### config.mk
export PLATFORM = sky130hd
export DESIGN_NAME = phase_linearizer
export DESIGN_NICKNAME = d
export VERILOG_FILES = /design/src/rtl/linz_pkg.sv /design/src/rtl/linz_mac.sv /design/src/rtl/linz_coef_bank.sv /design/src/rtl/linz_seq.sv /design/src/rtl/phase_linearizer.sv
export SDC_FILE = /design/constraint.sdc
export NUM_CORES = 2
export LEC_CHECK = 0
export BUFFER_PORTS_ARGS = -buffer_cell sky130_fd_sc_hd__buf_4
export CORE_MARGIN = 3
export CORE_UTILIZATION = 36
export DETAILED_ROUTE_END_ITERATION = 8
export PLACE_DENSITY_LB_ADDON = 0.25
export SLEW_MARGIN = 20
export SYNTH_ARGS = -nofsm -noshare
export SYNTH_HDL_FRONTEND = slang
export SYNTH_SLANG_ARGS = --single-unit
### constraint.sdc
create_clock -name clk -period 14.5 [get_ports clk]
set_input_delay 0 -clock clk [delete_from_list [all_inputs] [get_ports clk]]
set_output_delay 0 -clock clk [all_outputs]
set_load 0.05 [all_outputs]
### src/rtl/linz_pkg.sv
package linz_pkg;

    localparam int unsigned LZ_NCOEF  = 10;
    localparam int unsigned LZ_NSTEP  = 9;
    localparam int unsigned LZ_IDX_W  = 4;
    localparam int unsigned LZ_STEP_W = 4;

    // coefficient slots, shared by the write port and the step program
    localparam logic [LZ_IDX_W-1:0] K_A1   = 4'd0;
    localparam logic [LZ_IDX_W-1:0] K_A3   = 4'd1;
    localparam logic [LZ_IDX_W-1:0] K_A5   = 4'd2;
    localparam logic [LZ_IDX_W-1:0] K_GAIN = 4'd3;
    localparam logic [LZ_IDX_W-1:0] K_OFS  = 4'd4;
    localparam logic [LZ_IDX_W-1:0] K_C0   = 4'd5;
    localparam logic [LZ_IDX_W-1:0] K_C1   = 4'd6;
    localparam logic [LZ_IDX_W-1:0] K_C2   = 4'd7;
    localparam logic [LZ_IDX_W-1:0] K_C3   = 4'd8;
    localparam logic [LZ_IDX_W-1:0] K_C4   = 4'd9;

    typedef enum logic [2:0] {OPD_X, OPD_X2, OPD_T, OPD_Y, OPD_COEF} opd_e;
    typedef enum logic [1:0] {DST_X2, DST_T, DST_Y}                  dst_e;
    typedef enum logic       {ST_IDLE, ST_RUN}                        lz_state_e;

    typedef struct packed {
        opd_e                src_a;
        logic [LZ_IDX_W-1:0] kidx_a;
        opd_e                src_b;
        logic                add_en;
        logic [LZ_IDX_W-1:0] kidx_add;
        dst_e                dst;
    } step_t;

    function automatic step_t mk(input opd_e a, input logic [LZ_IDX_W-1:0] ka,
                                 input opd_e b, input logic ae,
                                 input logic [LZ_IDX_W-1:0] kc, input dst_e d);
        step_t s;
        s.src_a = a; s.kidx_a = ka; s.src_b = b;
        s.add_en = ae; s.kidx_add = kc; s.dst = d;
        return s;
    endfunction

    // Horner program: odd stage, trim, shared curvature stage
    function automatic step_t step_of(input logic [LZ_STEP_W-1:0] n);
        case (n)
            4'd0:    return mk(OPD_X,    K_A1,   OPD_X,  1'b0, K_A1,  DST_X2);
            4'd1:    return mk(OPD_COEF, K_A5,   OPD_X2, 1'b1, K_A3,  DST_T);
            4'd2:    return mk(OPD_T,    K_A1,   OPD_X2, 1'b1, K_A1,  DST_T);
            4'd3:    return mk(OPD_T,    K_A1,   OPD_X,  1'b0, K_A1,  DST_Y);
            4'd4:    return mk(OPD_COEF, K_GAIN, OPD_Y,  1'b1, K_OFS, DST_Y);
            4'd5:    return mk(OPD_COEF, K_C4,   OPD_Y,  1'b1, K_C3,  DST_T);
            4'd6:    return mk(OPD_T,    K_C4,   OPD_Y,  1'b1, K_C2,  DST_T);
            4'd7:    return mk(OPD_T,    K_C4,   OPD_Y,  1'b1, K_C1,  DST_T);
            default: return mk(OPD_T,    K_C4,   OPD_Y,  1'b1, K_C0,  DST_T);
        endcase
    endfunction

    function automatic logic is_unity(input int k);
        return (k == int'(K_A1)) || (k == int'(K_GAIN)) || (k == int'(K_C1));
    endfunction

endpackage

### src/rtl/linz_mac.sv
module linz_mac #(
    parameter int unsigned OP_W   = 24,
    parameter int unsigned FRAC_W = 22
) (
    input  logic signed [OP_W-1:0] mul_a,
    input  logic signed [OP_W-1:0] mul_b,
    input  logic signed [OP_W-1:0] add_c,
    output logic signed [OP_W-1:0] res
);
    localparam int unsigned PW = 2 * OP_W + 1;
    localparam logic signed [PW-1:0] P_MAX  = PW'((64'sd1 <<< (OP_W - 1)) - 64'sd1);
    localparam logic signed [PW-1:0] P_MIN  = ~P_MAX;
    localparam logic signed [PW-1:0] P_HALF = PW'(64'sd1 <<< (FRAC_W - 1));

    logic signed [PW-1:0]   prod, rounded, scaled;
    logic signed [OP_W-1:0] prod_q;
    logic signed [OP_W:0]   sum;

    always_comb begin
        prod    = PW'(mul_a) * PW'(mul_b);
        rounded = prod + P_HALF;
        scaled  = rounded >>> FRAC_W;
        if (scaled > P_MAX)
            prod_q = P_MAX[OP_W-1:0];
        else if (scaled < P_MIN)
            prod_q = P_MIN[OP_W-1:0];
        else
            prod_q = scaled[OP_W-1:0];

        sum = (OP_W+1)'(prod_q) + (OP_W+1)'(add_c);
        if (sum[OP_W] != sum[OP_W-1])
            res = sum[OP_W] ? {1'b1, {(OP_W-1){1'b0}}} : {1'b0, {(OP_W-1){1'b1}}};
        else
            res = sum[OP_W-1:0];
    end
endmodule

### src/rtl/linz_coef_bank.sv
module linz_coef_bank import linz_pkg::*; #(
    parameter int unsigned NCHAN  = 2,
    parameter int unsigned NCOEF  = LZ_NCOEF,
    parameter int unsigned OP_W   = 24,
    parameter int unsigned FRAC_W = 22,
    parameter int unsigned CH_W   = 1,
    parameter int unsigned IDX_W  = LZ_IDX_W
) (
    input  logic                        clk,
    input  logic                        rst,
    input  logic                        wr_en,
    input  logic [CH_W-1:0]             wr_chan,
    input  logic [IDX_W-1:0]            wr_idx,
    input  logic [OP_W-1:0]             wr_data,
    input  logic [CH_W-1:0]             rd_chan,
    input  logic [IDX_W-1:0]            rd_idx_a,
    input  logic [IDX_W-1:0]            rd_idx_b,
    output logic [OP_W-1:0]             rd_a,
    output logic [OP_W-1:0]             rd_b,
    output logic [NCHAN*NCOEF*OP_W-1:0] all_q
);
    localparam logic [OP_W-1:0] ONE = OP_W'(1) << FRAC_W;

    logic [OP_W-1:0] mem [NCHAN][NCOEF];

    always_ff @(posedge clk) begin
        if (rst) begin
            for (int c = 0; c < int'(NCHAN); c++)
                for (int k = 0; k < int'(NCOEF); k++)
                    mem[c][k] <= is_unity(k) ? ONE : '0;
        end else if (wr_en) begin
            mem[wr_chan][wr_idx] <= wr_data;
        end
    end

    assign rd_a = mem[rd_chan][rd_idx_a];
    assign rd_b = mem[rd_chan][rd_idx_b];

    for (genvar c = 0; c < int'(NCHAN); c++) begin : g_ch
        for (genvar k = 0; k < int'(NCOEF); k++) begin : g_k
            assign all_q[(c*NCOEF+k)*OP_W +: OP_W] = mem[c][k];
        end
    end
endmodule

### src/rtl/linz_seq.sv
module linz_seq import linz_pkg::*; #(
    parameter int unsigned NSTEP  = LZ_NSTEP,
    parameter int unsigned STEP_W = LZ_STEP_W
) (
    input  logic              clk,
    input  logic              rst,
    input  logic              in_valid,
    output logic              busy,
    output logic              accept,
    output logic              overrun_set,
    output logic              last,
    output logic [STEP_W-1:0] step
);
    lz_state_e         state_q;
    logic [STEP_W-1:0] step_q;

    always_comb begin
        busy        = (state_q == ST_RUN);
        accept      = in_valid && !busy;
        overrun_set = in_valid && busy;
        last        = busy && (step_q == STEP_W'(NSTEP - 1));
        step        = step_q;
    end

    always_ff @(posedge clk) begin
        if (rst) begin
            state_q <= ST_IDLE;
            step_q  <= '0;
        end else begin
            case (state_q)
                ST_IDLE: if (accept) begin
                    state_q <= ST_RUN;
                    step_q  <= '0;
                end
                default: if (last) begin
                    state_q <= ST_IDLE;
                    step_q  <= '0;
                end else begin
                    step_q <= step_q + 1'b1;
                end
            endcase
        end
    end
endmodule

### src/rtl/phase_linearizer.sv
module phase_linearizer import linz_pkg::*; #(
    parameter int unsigned IN_W   = 22,
    parameter int unsigned OP_W   = 24,
    parameter int unsigned FRAC_W = 22,
    parameter int unsigned OUT_W  = 18,
    parameter int unsigned NCHAN  = 2
) (
    input  logic                    clk,
    input  logic                    rst,
    input  logic                    in_valid,
    input  logic [((NCHAN > 1) ? $clog2(NCHAN) : 1)-1:0] in_chan,
    input  logic [IN_W-1:0]         in_phase,
    input  logic                    coef_we,
    input  logic [((NCHAN > 1) ? $clog2(NCHAN) : 1)-1:0] coef_chan,
    input  logic [LZ_IDX_W-1:0]     coef_idx,
    input  logic [OP_W-1:0]         coef_data,
    output logic                    out_valid,
    output logic [((NCHAN > 1) ? $clog2(NCHAN) : 1)-1:0] out_chan,
    output logic [OUT_W-1:0]        out_word,
    output logic                    overrun
);
    localparam int unsigned CH_W  = (NCHAN > 1) ? $clog2(NCHAN) : 1;
    localparam int unsigned SH    = FRAC_W - (IN_W - 1);
    localparam int unsigned OSH   = OP_W - OUT_W;
    localparam int unsigned ALL_W = NCHAN * LZ_NCOEF * OP_W;
    localparam logic signed [OP_W:0] O_HALF = (OP_W+1)'(64'sd1 <<< (OSH - 1));
    localparam logic signed [OP_W:0] O_MAX  = (OP_W+1)'((64'sd1 <<< (OUT_W - 1)) - 64'sd1);
    localparam logic signed [OP_W:0] O_MIN  = ~O_MAX;

    logic                    busy, accept, ovr_set, last;
    logic [LZ_STEP_W-1:0]    step;
    step_t                   st;
    logic                    coef_wr;
    logic [OP_W-1:0]         coef_a, coef_b;
    logic [ALL_W-1:0]        coef_all;
    logic signed [OP_W-1:0]  x_in, x_q, x2_q, t_q, y_q;
    logic signed [OP_W-1:0]  opa, opb, addend, mac_y;
    logic [CH_W-1:0]         chan_q;
    logic signed [OP_W:0]    o_sum, o_shf;
    logic [OUT_W-1:0]        o_word;

    linz_seq #(.NSTEP(LZ_NSTEP), .STEP_W(LZ_STEP_W)) u_seq (
        .clk(clk), .rst(rst), .in_valid(in_valid), .busy(busy), .accept(accept),
        .overrun_set(ovr_set), .last(last), .step(step)
    );

    assign coef_wr = coef_we && !busy && (coef_idx < LZ_IDX_W'(LZ_NCOEF));
    assign st      = step_of(step);

    linz_coef_bank #(
        .NCHAN(NCHAN), .NCOEF(LZ_NCOEF), .OP_W(OP_W), .FRAC_W(FRAC_W),
        .CH_W(CH_W), .IDX_W(LZ_IDX_W)
    ) u_bank (
        .clk(clk), .rst(rst), .wr_en(coef_wr), .wr_chan(coef_chan),
        .wr_idx(coef_idx), .wr_data(coef_data), .rd_chan(chan_q),
        .rd_idx_a(st.kidx_a), .rd_idx_b(st.kidx_add),
        .rd_a(coef_a), .rd_b(coef_b), .all_q(coef_all)
    );

    assign x_in = OP_W'($signed(in_phase)) <<< SH;

    always_comb begin
        case (st.src_a)
            OPD_X:   opa = x_q;
            OPD_X2:  opa = x2_q;
            OPD_T:   opa = t_q;
            OPD_Y:   opa = y_q;
            default: opa = $signed(coef_a);
        endcase
        case (st.src_b)
            OPD_X2:  opb = x2_q;
            OPD_T:   opb = t_q;
            OPD_Y:   opb = y_q;
            default: opb = x_q;
        endcase
        addend = st.add_en ? $signed(coef_b) : '0;
    end

    linz_mac #(.OP_W(OP_W), .FRAC_W(FRAC_W)) u_mac (
        .mul_a(opa), .mul_b(opb), .add_c(addend), .res(mac_y)
    );

    always_comb begin
        o_sum = (OP_W+1)'(mac_y) + O_HALF;
        o_shf = o_sum >>> OSH;
        if (o_shf > O_MAX)
            o_word = O_MAX[OUT_W-1:0];
        else if (o_shf < O_MIN)
            o_word = O_MIN[OUT_W-1:0];
        else
            o_word = o_shf[OUT_W-1:0];
    end

    always_ff @(posedge clk) begin
        if (rst) begin
            x_q       <= '0;
            x2_q      <= '0;
            t_q       <= '0;
            y_q       <= '0;
            chan_q    <= '0;
            out_valid <= 1'b0;
            out_chan  <= '0;
            out_word  <= '0;
            overrun   <= 1'b0;
        end else begin
            if (accept) begin
                x_q    <= x_in;
                chan_q <= in_chan;
            end
            if (busy) begin
                case (st.dst)
                    DST_X2:  x2_q <= mac_y;
                    DST_T:   t_q  <= mac_y;
                    default: y_q  <= mac_y;
                endcase
            end
            out_valid <= last;
            if (last) begin
                out_word <= o_word;
                out_chan <= chan_q;
            end
            if (ovr_set)
                overrun <= 1'b1;
        end
    end
endmodule

==> flow_metrics.py <==
metrics = {
    "status": {
        "run_status": "completed",
    },
    "routing": {
        "drc": 0,
        "drt-total-wl_um": 174000,
        "vias_per_cell": 5.39,
        "drt-pass1-iter-count": 5,
        "dr_total_vias": 37000,
        "drtIter0Drc": 3119,
        "wire_per_inst_um": 25.3,
        "ant_nets": 0,
    },
    "placed_design": {
        "gp_congestion": 0.988,
        "dpl-instance-area_um2": 55400,
        "placed_cells": 6667,
        "hpwl_um": 130000,
        "io_buffers": 76,
    },
    "yosys": {
        "yosysMostFrequentCell": "inv_1",
        "ys.flop_type": "edfxtp_1",
        "synth_edf_count": 480,
        "synthCells": 4758,
        "synth_area_leaders": "edfxtp_1 28%, fa_1 24%, mux4_2 6.8%",
        "synthTopCellsByCount": "632 x inv_1, 615 x fa_1, 480 x edfxtp_1, 470 x nand2_1, 467 x nor2_1",
        "synth_cell_types": 89,
        "synth_top_cell_by_area": "edfxtp_1",
        "ys_seq_elements": 614,
        "seq_area_frac_synth": 0.332,
        "avgSynthCellArea_um2": 10.8,
        "syn_area_um2": 51500,
        "synthArstFlopShare": 0,
        "netlist.area_leader.share": 0.280,
        "yosysWarnings": 0,
        "synth_nets": 5594,
    },
    "clock_tree": {
        "clk_pin_slew_worst_paths_ps": 60,
        "clock-sinks": 614,
        "cts_tree": "done",
        "clock_latency_ps": 630,
        "cts_buffers": 70,
        "cts_buffer_depth": 3,
        "htreeDepth": 3,
        "clock-root-buffer": "clkbuf_16",
    },
    "critical_path": {
        "worst-r2r-cell-count": 51,
        "crit_path_max_fanout": 24,
        "crit_top_cell": "fa_1",
        "crit_path_end_kind": "register",
        "cp.required_ps": 14970,
        "critPathKind": "register to register",
        "arrival_ps": 14430,
        "rr_endpoint": "out_word[14]",
        "endpoint": "out_word[14]",
        "cp-start-kind": "register",
        "slowest_stage": "fa_1",
        "reg2reg_slack_ps": 540,
        "slowest_delay_ps": 600,
    },
    "sta": {
        "timing.fmax_ghz": 0.0716,
        "tns_ps": 0,
        "timing.final.max_slew_violations": 0,
        "setup_violations": 0,
        "max_slew_margin": 0.297,
        "hold_violations": 0,
        "worst_pin_slew_ps": 1050,
        "skew_ps": 45.5,
        "fin_crit_sh": 0.963,
        "post-route-min-period_ps": 13960,
    },
    "floorplanning": {
        "row_count": 138,
        "die-area_um2": 148000,
        "start_util": 0.363,
        "die-height_um": 384,
        "core_um2": 142000,
        "die_w_um": 384,
        "ios": 77,
    },
    "cells_and_area": {
        "instances_no_fill": 6861,
        "final_area_um2": 58400,
        "multi_input_comb_area_um2": 31200,
        "area_growth_pct": 13.4,
        "nets": 5754,
        "fillers": 13700,
        "drive_gt1_frac": 0.147,
        "final-seq-area_um2": 17100,
        "fin_util": 0.412,
    },
    "global_route": {
        "antenna_found_initial": 5,
        "gr-total-overflow": 0,
        "first_global_vias": 38400,
        "grt_first_pass_wirelength_um": 259000,
        "track_usage": 0.236,
        "grt_max_degree": 120,
    },
    "flow_run": {
        "cap_violations": 0,
    },
    "worst_hold_path": {
        "min_path_type": "primary input to register",
        "min_path_cells": 4,
    },
}
flip-flops by register name, indices dropped and copies added, names as in the netlist, named ones only:
signal and cells:
u_bank.mem 480, t_q 24, x2_q 24, y_q 24, x_q 22, out_word 18
u_seq.step 4, chan_q 1, out_chan 1, out_valid 1, overrun 1, u_seq.busy 1
metrics by stage:
stage	hold slack [ps]	worst slack, ps
after floorplan	136	572
after CTS	0.0303	34.6
after global placement	254	-77.5
after global routing	94.4	-14.6
final	42.5	542
after detailed placement	263	-16.4
how the worst min path moves through the flow:
stage,to,start,slack (ps)
floorplan,x_q[1],in_phase[0],140
global placement,x_q[3],in_phase[2],250
detailed placement,x_q[2],in_phase[1],260
CTS,u_bank.mem[0][166],coef_idx[3],0.03
global route,u_bank.mem[0][166],coef_idx[3],90
finish,u_bank.mem[0][166],coef_idx[3],40
metal layers:
metal  global-route usage  up-vias  share of wire
met5                    0        -        0.00017
met4               0.0816        4          0.036
met3               0.0292      284          0.056
met2                0.398     1262           0.49
met1                0.315    19200           0.42
li1                     -    16300              -
cells by family (layout without fill, tap and decap cells):
family                     Yosys count  count (layout)  synth area share
other                                0               2                 0
muxes                              272             272            0.0913
DFF                                614             614             0.332
xor gates and xnor gates            54              54           0.00918
buffers and inverters              929            1140            0.0689
AOI/OAI and AO/OA                  641             641            0.0873
adders and majority gates          780             780             0.279
and+or+nand+nor                   1468            1468             0.132
cell type report:
cell class              count  share of cell area
clock buffers              86              0.0322
multi-input cells        3215               0.534
clock inverters            37             0.00580
well taps                1890              0.0405
inverters                 632              0.0407
repair buffers            385              0.0543
flip-flops and latches    614               0.293
diodes                      2           0.0000856
critical path, delay by kind of cell, from the launching register on:
| kind | cells | cell delay, ps |
|---|---|---|
| adders and majority gates | 10 | 4640 |
| and+or+nand+nor | 13 | 3110 |
| AOI/OAI and AO/OA | 14 | 2720 |
| buffers and inverters | 11 | 1800 |
| muxes | 1 | 540 |
| DFF | 1 | 460 |
| xor gates and xnor gates | 2 | 440 |
layout by cell type, fill, tap and decap left out, drive strengths merged, types with 30 or more instances in the layout:
master       Yosys  layout
a211oi          88      88
a21o            30      30
a21oi          172     172
and2           314     314
buf             44     325
clkbuf         253      87
clkinv           0      31
dfxtp          134     134
dlygate4sd3      0      59
edfxtp         480     480
fa             615     615
ha             165     165
inv            632     634
mux2i           94      94
mux4           156     156
nand2          470     470
nand2b          36      36
nand3           45      45
nor2           468     468
nor3            35      35
o21ai          101     101
xnor2           36      36
repair_timing:
item / 4_1_cts / 5_1_grt
endpoints found under the setup margin: 10 / 18
buffers inserted: 0 / 9
endpoints found under the hold margin: 384 / 0
gates cloned: 0 / 1
pin swaps: 0 / 3
hold buffers: 59 / 0
gates resized for setup: 2 / 25
Power is not shown: default switching activity piles up to over one toggle a cycle in this logic, so the estimate is an artifact.
